**src/rtl/uart_reg_pkg.sv**
```systemverilog
package uart_reg_pkg;
  localparam int unsigned REG_W = 32;
  localparam int unsigned BYTE_W = 8;

  localparam logic [7:0] OFF_DATA   = 8'h00;
  localparam logic [7:0] OFF_DATA_B = 8'h03;
  localparam logic [7:0] OFF_STAT   = 8'h04;
  localparam logic [7:0] OFF_CTRL   = 8'h08;

  localparam int unsigned CTL_RX_EN  = 0;
  localparam int unsigned CTL_TX_EN  = 1;
  localparam int unsigned CTL_RX_IRQ = 2;
  localparam int unsigned CTL_TX_IRQ = 3;

  localparam int unsigned ST_RX_RDY   = 0;
  localparam int unsigned ST_SH_EMPTY = 1;
  localparam int unsigned ST_TQ_EMPTY = 2;

  typedef enum logic [1:0] {
    SEL_NONE,
    SEL_DATA,
    SEL_STAT,
    SEL_CTRL
  } reg_sel_e;
endpackage

```
**src/rtl/uart_rx_buf.sv**
```systemverilog
module uart_rx_buf #(
  parameter int unsigned DEPTH = 16,
  parameter int unsigned DW    = 8
) (
  input  logic          clk_i,
  input  logic          rst_ni,
  input  logic          push_i,
  input  logic [DW-1:0] push_data_i,
  input  logic          pop_i,
  output logic [DW-1:0] head_o,
  output logic          empty_o,
  output logic          full_o
);
  localparam int unsigned AW = (DEPTH > 1) ? $clog2(DEPTH) : 1;
  localparam int unsigned CW = AW + 1;

  logic [DW-1:0] mem_q [DEPTH];
  logic [AW-1:0] wr_q, rd_q;
  logic [CW-1:0] cnt_q;
  logic          do_push, do_pop;

  assign empty_o = (cnt_q == '0);
  assign full_o  = (cnt_q == CW'(DEPTH));
  assign do_push = push_i & ~full_o;
  assign do_pop  = pop_i & ~empty_o;
  assign head_o  = mem_q[rd_q];

  always_ff @(posedge clk_i or negedge rst_ni) begin
    if (!rst_ni) begin
      wr_q  <= '0;
      rd_q  <= '0;
      cnt_q <= '0;
    end else begin
      // Draining the last byte rewinds both pointers.
      if (do_pop && !do_push && cnt_q == CW'(1)) begin
        wr_q <= '0;
        rd_q <= '0;
      end else begin
        if (do_push) wr_q <= wr_q + AW'(1);
        if (do_pop)  rd_q <= rd_q + AW'(1);
      end
      cnt_q <= cnt_q + CW'(do_push) - CW'(do_pop);
    end
  end

  always_ff @(posedge clk_i) begin
    if (do_push) mem_q[wr_q] <= push_data_i;
  end
endmodule

```
**src/rtl/uart_irq_pulse.sv**
```systemverilog
module uart_irq_pulse #(
  parameter int unsigned N_SRC = 2
) (
  input  logic             clk_i,
  input  logic             rst_ni,
  input  logic [N_SRC-1:0] evt_i,
  input  logic [N_SRC-1:0] en_i,
  output logic             irq_o
);
  logic irq_q;

  always_ff @(posedge clk_i or negedge rst_ni) begin
    if (!rst_ni) irq_q <= 1'b0;
    else         irq_q <= |(evt_i & en_i);
  end

  assign irq_o = irq_q;
endmodule

```
**src/rtl/uart_reg_front.sv**
```systemverilog
module uart_reg_front
  import uart_reg_pkg::*;
#(
  parameter int unsigned ADDR_W   = 32,
  parameter int unsigned RX_DEPTH = 16
) (
  input  logic              clk_i,
  input  logic              rst_ni,
  input  logic              psel_i,
  input  logic              penable_i,
  input  logic              pwrite_i,
  input  logic [ADDR_W-1:0] paddr_i,
  input  logic [REG_W-1:0]  pwdata_i,
  output logic [REG_W-1:0]  prdata_o,
  output logic              pready_o,
  output logic              pslverr_o,
  input  logic              rx_valid_i,
  input  logic [BYTE_W-1:0] rx_data_i,
  output logic              rx_ready_o,
  output logic              tx_valid_o,
  output logic [BYTE_W-1:0] tx_data_o,
  output logic              irq_o
);
  reg_sel_e          sel;
  logic [7:0]        off;
  logic              acc_rd, acc_wr;
  logic [REG_W-1:0]  ctrl_q;
  logic [REG_W-1:0]  status_w;
  logic              rx_push, rx_pop, tx_fire;
  logic              buf_empty, buf_full;
  logic [BYTE_W-1:0] buf_head;
  logic              tx_valid_q;
  logic [BYTE_W-1:0] tx_data_q;
  logic              unused_addr;

  assign off         = paddr_i[7:0];
  assign unused_addr = ^paddr_i[ADDR_W-1:8];
  assign acc_rd      = psel_i & penable_i & ~pwrite_i;
  assign acc_wr      = psel_i & penable_i & pwrite_i;

  always_comb begin
    unique case (off)
      OFF_DATA, OFF_DATA_B: sel = SEL_DATA;
      OFF_STAT:             sel = SEL_STAT;
      OFF_CTRL:             sel = SEL_CTRL;
      default:              sel = SEL_NONE;
    endcase
  end

  assign rx_ready_o = ~buf_full;
  assign rx_push    = rx_valid_i & rx_ready_o & ctrl_q[CTL_RX_EN];
  assign rx_pop     = acc_rd & (sel == SEL_DATA);
  assign tx_fire    = acc_wr & (sel == SEL_DATA) & ctrl_q[CTL_TX_EN];

  uart_rx_buf #(
    .DEPTH (RX_DEPTH),
    .DW    (BYTE_W)
  ) u_rx_buf (
    .clk_i       (clk_i),
    .rst_ni      (rst_ni),
    .push_i      (rx_push),
    .push_data_i (rx_data_i),
    .pop_i       (rx_pop),
    .head_o      (buf_head),
    .empty_o     (buf_empty),
    .full_o      (buf_full)
  );

  always_comb begin
    status_w              = '0;
    status_w[ST_RX_RDY]   = ~buf_empty;
    status_w[ST_SH_EMPTY] = 1'b1;
    status_w[ST_TQ_EMPTY] = 1'b1;
  end

  always_comb begin
    unique case (sel)
      SEL_DATA: prdata_o = buf_empty ? '0 : REG_W'(buf_head);
      SEL_STAT: prdata_o = status_w;
      SEL_CTRL: prdata_o = ctrl_q;
      default:  prdata_o = '0;
    endcase
  end

  always_ff @(posedge clk_i or negedge rst_ni) begin
    if (!rst_ni) begin
      ctrl_q     <= '0;
      tx_valid_q <= 1'b0;
      tx_data_q  <= '0;
    end else begin
      if (acc_wr && sel == SEL_CTRL) ctrl_q <= pwdata_i;
      tx_valid_q <= tx_fire;
      if (tx_fire) tx_data_q <= pwdata_i[BYTE_W-1:0];
    end
  end

  uart_irq_pulse #(
    .N_SRC (2)
  ) u_irq (
    .clk_i  (clk_i),
    .rst_ni (rst_ni),
    .evt_i  ({tx_fire, rx_push}),
    .en_i   ({ctrl_q[CTL_TX_IRQ], ctrl_q[CTL_RX_IRQ]}),
    .irq_o  (irq_o)
  );

  assign tx_valid_o = tx_valid_q;
  assign tx_data_o  = tx_data_q;
  assign pready_o   = 1'b1;
  assign pslverr_o  = 1'b0;
endmodule

```
**config.mk**
```make
export PLATFORM = sky130hd
export DESIGN_NAME = uart_reg_front
export DESIGN_NICKNAME = d
export VERILOG_FILES = /design/src/rtl/uart_reg_pkg.sv /design/src/rtl/uart_rx_buf.sv /design/src/rtl/uart_irq_pulse.sv /design/src/rtl/uart_reg_front.sv
export SDC_FILE = /design/constraint.sdc
export NUM_CORES = 1
export LEC_CHECK = 0
export BUFFER_PORTS_ARGS = -buffer_cell sky130_fd_sc_hd__buf_2
export CELL_PAD_IN_SITES_DETAIL_PLACEMENT = 0
export CELL_PAD_IN_SITES_GLOBAL_PLACEMENT = 1
export CORE_ASPECT_RATIO = 1.25
export CORE_MARGIN = 10
export CORE_UTILIZATION = 25
export DETAILED_ROUTE_END_ITERATION = 10
export GPL_ROUTABILITY_DRIVEN = 0
export PLACE_DENSITY = 0.56
export SLEW_MARGIN = 20
export SYNTH_ARGS = -nofsm -noshare
export SYNTH_HDL_FRONTEND = slang
export SYNTH_SLANG_ARGS = --single-unit
```
**constraint.sdc**
```tcl
create_clock -name clk_i -period 3.9 [get_ports clk_i]
set_input_delay 0.78 -clock clk_i [delete_from_list [all_inputs] [get_ports clk_i]]
set_output_delay 0.78 -clock clk_i [all_outputs]
set_load 0.005 [all_outputs]
```
==> results.py <==
metrics = {
    "status": {
        "status": "complete, no violations",
    },
    "timing": {
        "post-route-min-period_ns": 3.53,
        "fmax_mhz": 283,
        "worstMarginPinSlew_ns": 0.914,
        "max_slew_margin_pct": 38.8,
        "hold_viol": 0,
        "drv_slew": 0,
        "finalSetupTns_ns": 0,
        "fin_skew_ns": 0.00622,
        "final.period_utilization_pct": 90.5,
        "rsz0062_at_grt": "false",
        "finalSetupViolCount": 0,
    },
    "detailed_routing": {
        "wire_per_inst_microns": 17.4,
        "wl_microns": 17200,
        "ant_nets": 0,
        "vias": 4210,
        "drc_errors": 0,
        "via_per_inst": 4.26,
        "detailedRoute.firstIterationViolations": 198,
        "first_pass_iters": 4,
    },
    "placement": {
        "hpwl_microns": 12800,
        "post_dp_cell_area_sq_um": 8730,
        "portBuffers": 96,
    },
    "power_and_ir_drop": {
        "pwr-share-comb_pct": 5.8,
        "swShare_pct": 22.4,
        "p_switching_mw": 0.941,
        "p_leak_nw": 3.71,
        "power_density_nw_per_um2": 449,
        "pwr-share-seq_pct": 51.0,
        "pwr-share-clk_pct": 43.2,
        "internal_power_mw": 3.26,
        "ir_worst_vdd_uv": 309,
    },
    "critical_path": {
        "worstSetupPathType": "primary input to output pin",
        "worstPathArrival_ns": 2.75,
        "required_ns": 3.12,
        "rrSetupSlack_ns": 0.90,
        "worst_setup_path_start_kind": "primary input",
        "critPathMaxFanout": 15,
        "endpoint_kind": "output pin",
    },
    "global_route": {
        "antenna_found_initial": 0,
        "grt_pass1_vias": 4651,
        "grt_pass1_wl_microns": 27000,
        "grt-ovfl-total": 0,
        "grt_max_degree": 43,
        "track_usage_pct": 9.16,
    },
    "synth": {
        "avgSynthCellArea_sq_um": 16.7,
        "synth.distinct_cells": 43,
        "synth_top_area_share_pct": 50.2,
        "async_reset_ff_share_pct": 30.1,
        "yosysMostFrequentCell": "edfxtp_1",
        "netlist_area_sq_um": 7650,
        "synth_edf_count": 128,
        "synth-seq-cells": 183,
        "synthTopCellsByArea": "edfxtp_1, dfrtp_1, mux4_2, mux2_2, and2_1",
        "yosysTopAreaCell": "edfxtp_1",
        "synthCells": 459,
        "syn-num-nets": 549,
        "synth_ff_type": "edfxtp_1",
        "netlist_top_cells_count": "edfxtp_1, dfrtp_1, mux2_2",
        "synth_seq_area_share_pct": 68.2,
        "ys_warn_count": 0,
    },
    "floorplan": {
        "fp.dieArea_sq_um": 38100,
        "core_sq_um": 30100,
        "io_pins": 123,
        "rows": 71,
        "die_w_microns": 176,
        "start_util_pct": 25.4,
        "die_h_microns": 216,
    },
    "cts": {
        "cts_buffers": 17,
        "postCtsHoldBufs": 0,
        "ctsHtreeMaxLevel": 4,
        "cts_tree": "done",
        "clk_latency_ns": 0.43,
        "cts.sinks": 183,
        "cts.root.buffer_cell": "clkbuf_16",
        "cts_buffer_depth": 2,
        "cts_resized": 0,
        "clkTransAtPathRegs_ns": 0.07,
        "cts_setup_buffers": 0,
    },
    "finish": {
        "num-nets-final": 665,
        "fillers": 2988,
        "drive_above_1_share_pct": 38.6,
        "multi_input_area_sq_um": 2300,
        "area_growth_pct": 22.4,
        "final_cell_area_sq_um": 9370,
        "register_area_sq_um": 5220,
        "n_antenna_cell": 0,
    },
    "min_path": {
        "min_path_type": "primary input to async pin",
    },
    "run": {
        "max_cap_violations": 0,
    },
}
==> per-layer routing <==
metal / part of all wire (%) / global-route usage (%) / vias up
met5: 0 / 0 / -
met1: 42 / 10.4 / 2111
met4: 1.4 / 3.06 / 0
met2: 50 / 15.9 / 105
li1: - / - / 1977
met3: 6.3 / 2.88 / 17
==> critical path, stage by stage <==
cell	delay, ns
buf_2	0.10
or4_4	0.56
or4b_1	0.56
buf_4	0.22
nor2_1	0.10
buf_4	0.15
a221o_1	0.15
buf_2	0.12
==> path summary, 6_finish.rpt <==
check                                                    end  depth (start not counted)                         from
worst max-delay path                             prdata_o[4]                          8                   paddr_i[7]
worst min-delay path                  ctrl_q[14]$_DFFE_PN0P_                          1                       rst_ni
worst max register to register   u_rx_buf.cnt_q[4]$_DFF_PN0_                         13  u_rx_buf.cnt_q[2]$_DFF_PN0_
worst min register to register        ctrl_q[20]$_DFFE_PN0P_                          1       ctrl_q[20]$_DFFE_PN0P_
max in group asynchronous       u_rx_buf.rd_q[1]$_DFFE_PN0P_                          2                       rst_ni
min in group clk_i                    ctrl_q[20]$_DFFE_PN0P_                          1       ctrl_q[20]$_DFFE_PN0P_
==> kinds of logic (layout without fill, tap and decap cells) <==
logic type,Yosys count,count (layout),share of synthesized area [%]
AOI/OAI and AO/OA,23,23,2.29
xor gates and xnor gates,7,7,0.801
adders and majority gates,12,12,2.06
buffers and inverters,34,163,1.83
DFF,183,183,68.2
muxes,83,83,16.7
other,2,2,0.0981
and+or+nand+nor,115,115,7.98
==> power by group through the flow <==
stage / Sequential [mW] / Clock (mW) / Combinational, mW
after global routing: 2.15 / 1.95 / 0.283
after global placement: 2.18 / 0 / 0.233
final: 2.15 / 1.81 / 0.243
after CTS: 2.14 / 1.87 / 0.249
after floorplan: 2.18 / 0 / 0.153
after detailed placement: 2.19 / 0 / 0.249
==> stage by stage <==
| stage | instances | total power [mW] | setup WS [ns] | hold slack (ns) | utilization [%] |
|---|---|---|---|---|---|
| after global placement | 957 | 2.42 | 0.269 | 0.479 | 29.0 |
| after detailed placement | 957 | 2.43 | 0.240 | 0.484 | 29.0 |
| after global routing | 989 | 4.38 | 0.178 | 0.248 | 31.1 |
| after floorplan | 459 | 2.33 | 0.345 | 0.470 | - |
| after CTS | 989 | 4.26 | 0.274 | 0.238 | 31.1 |
| final | 989 | 4.20 | 0.369 | 0.238 | 31.1 |
==> final cells by class <==
cell class	count	area share, %
flip-flops and latches	183	55.7
multi-input cells	242	24.5
repair buffers	119	7.11
well taps	401	5.36
clock buffers	17	4.54
clock inverters	15	2.23
inverters	12	0.481
==> registers in the layout, summed over array words and instances, names as in the netlist <==
signal and count:
u_irq.irq_o 1, tx_data_o 8, ctrl_q 32, u_rx_buf.rd_q 4
u_rx_buf.mem_q 128, tx_valid_o 1, u_rx_buf.wr_q 4, u_rx_buf.cnt_q 5
==> cell usage in the layout, fill, tap and decap left out, types with 3 or more instances in the layout <==
cell type and instances:
xor2_1 4, a211o_1 3, a21oi_1 5, bufinv_16 3, a221o_1 5, ha_1 11, nand2_1 25, dfrtp_1 54
nand2b_1 10, inv_8 5, and2_1 24, buf_4 22, nor3_1 16, nor2b_1 4, nor2_1 22, mux2_2 40
inv_1 11, mux2i_1 11, xnor2_1 3, clkbuf_16 17, mux4_2 32, buf_2 96, edfxtp_1 128
Note: power is estimated with default switching activity, not from simulation.
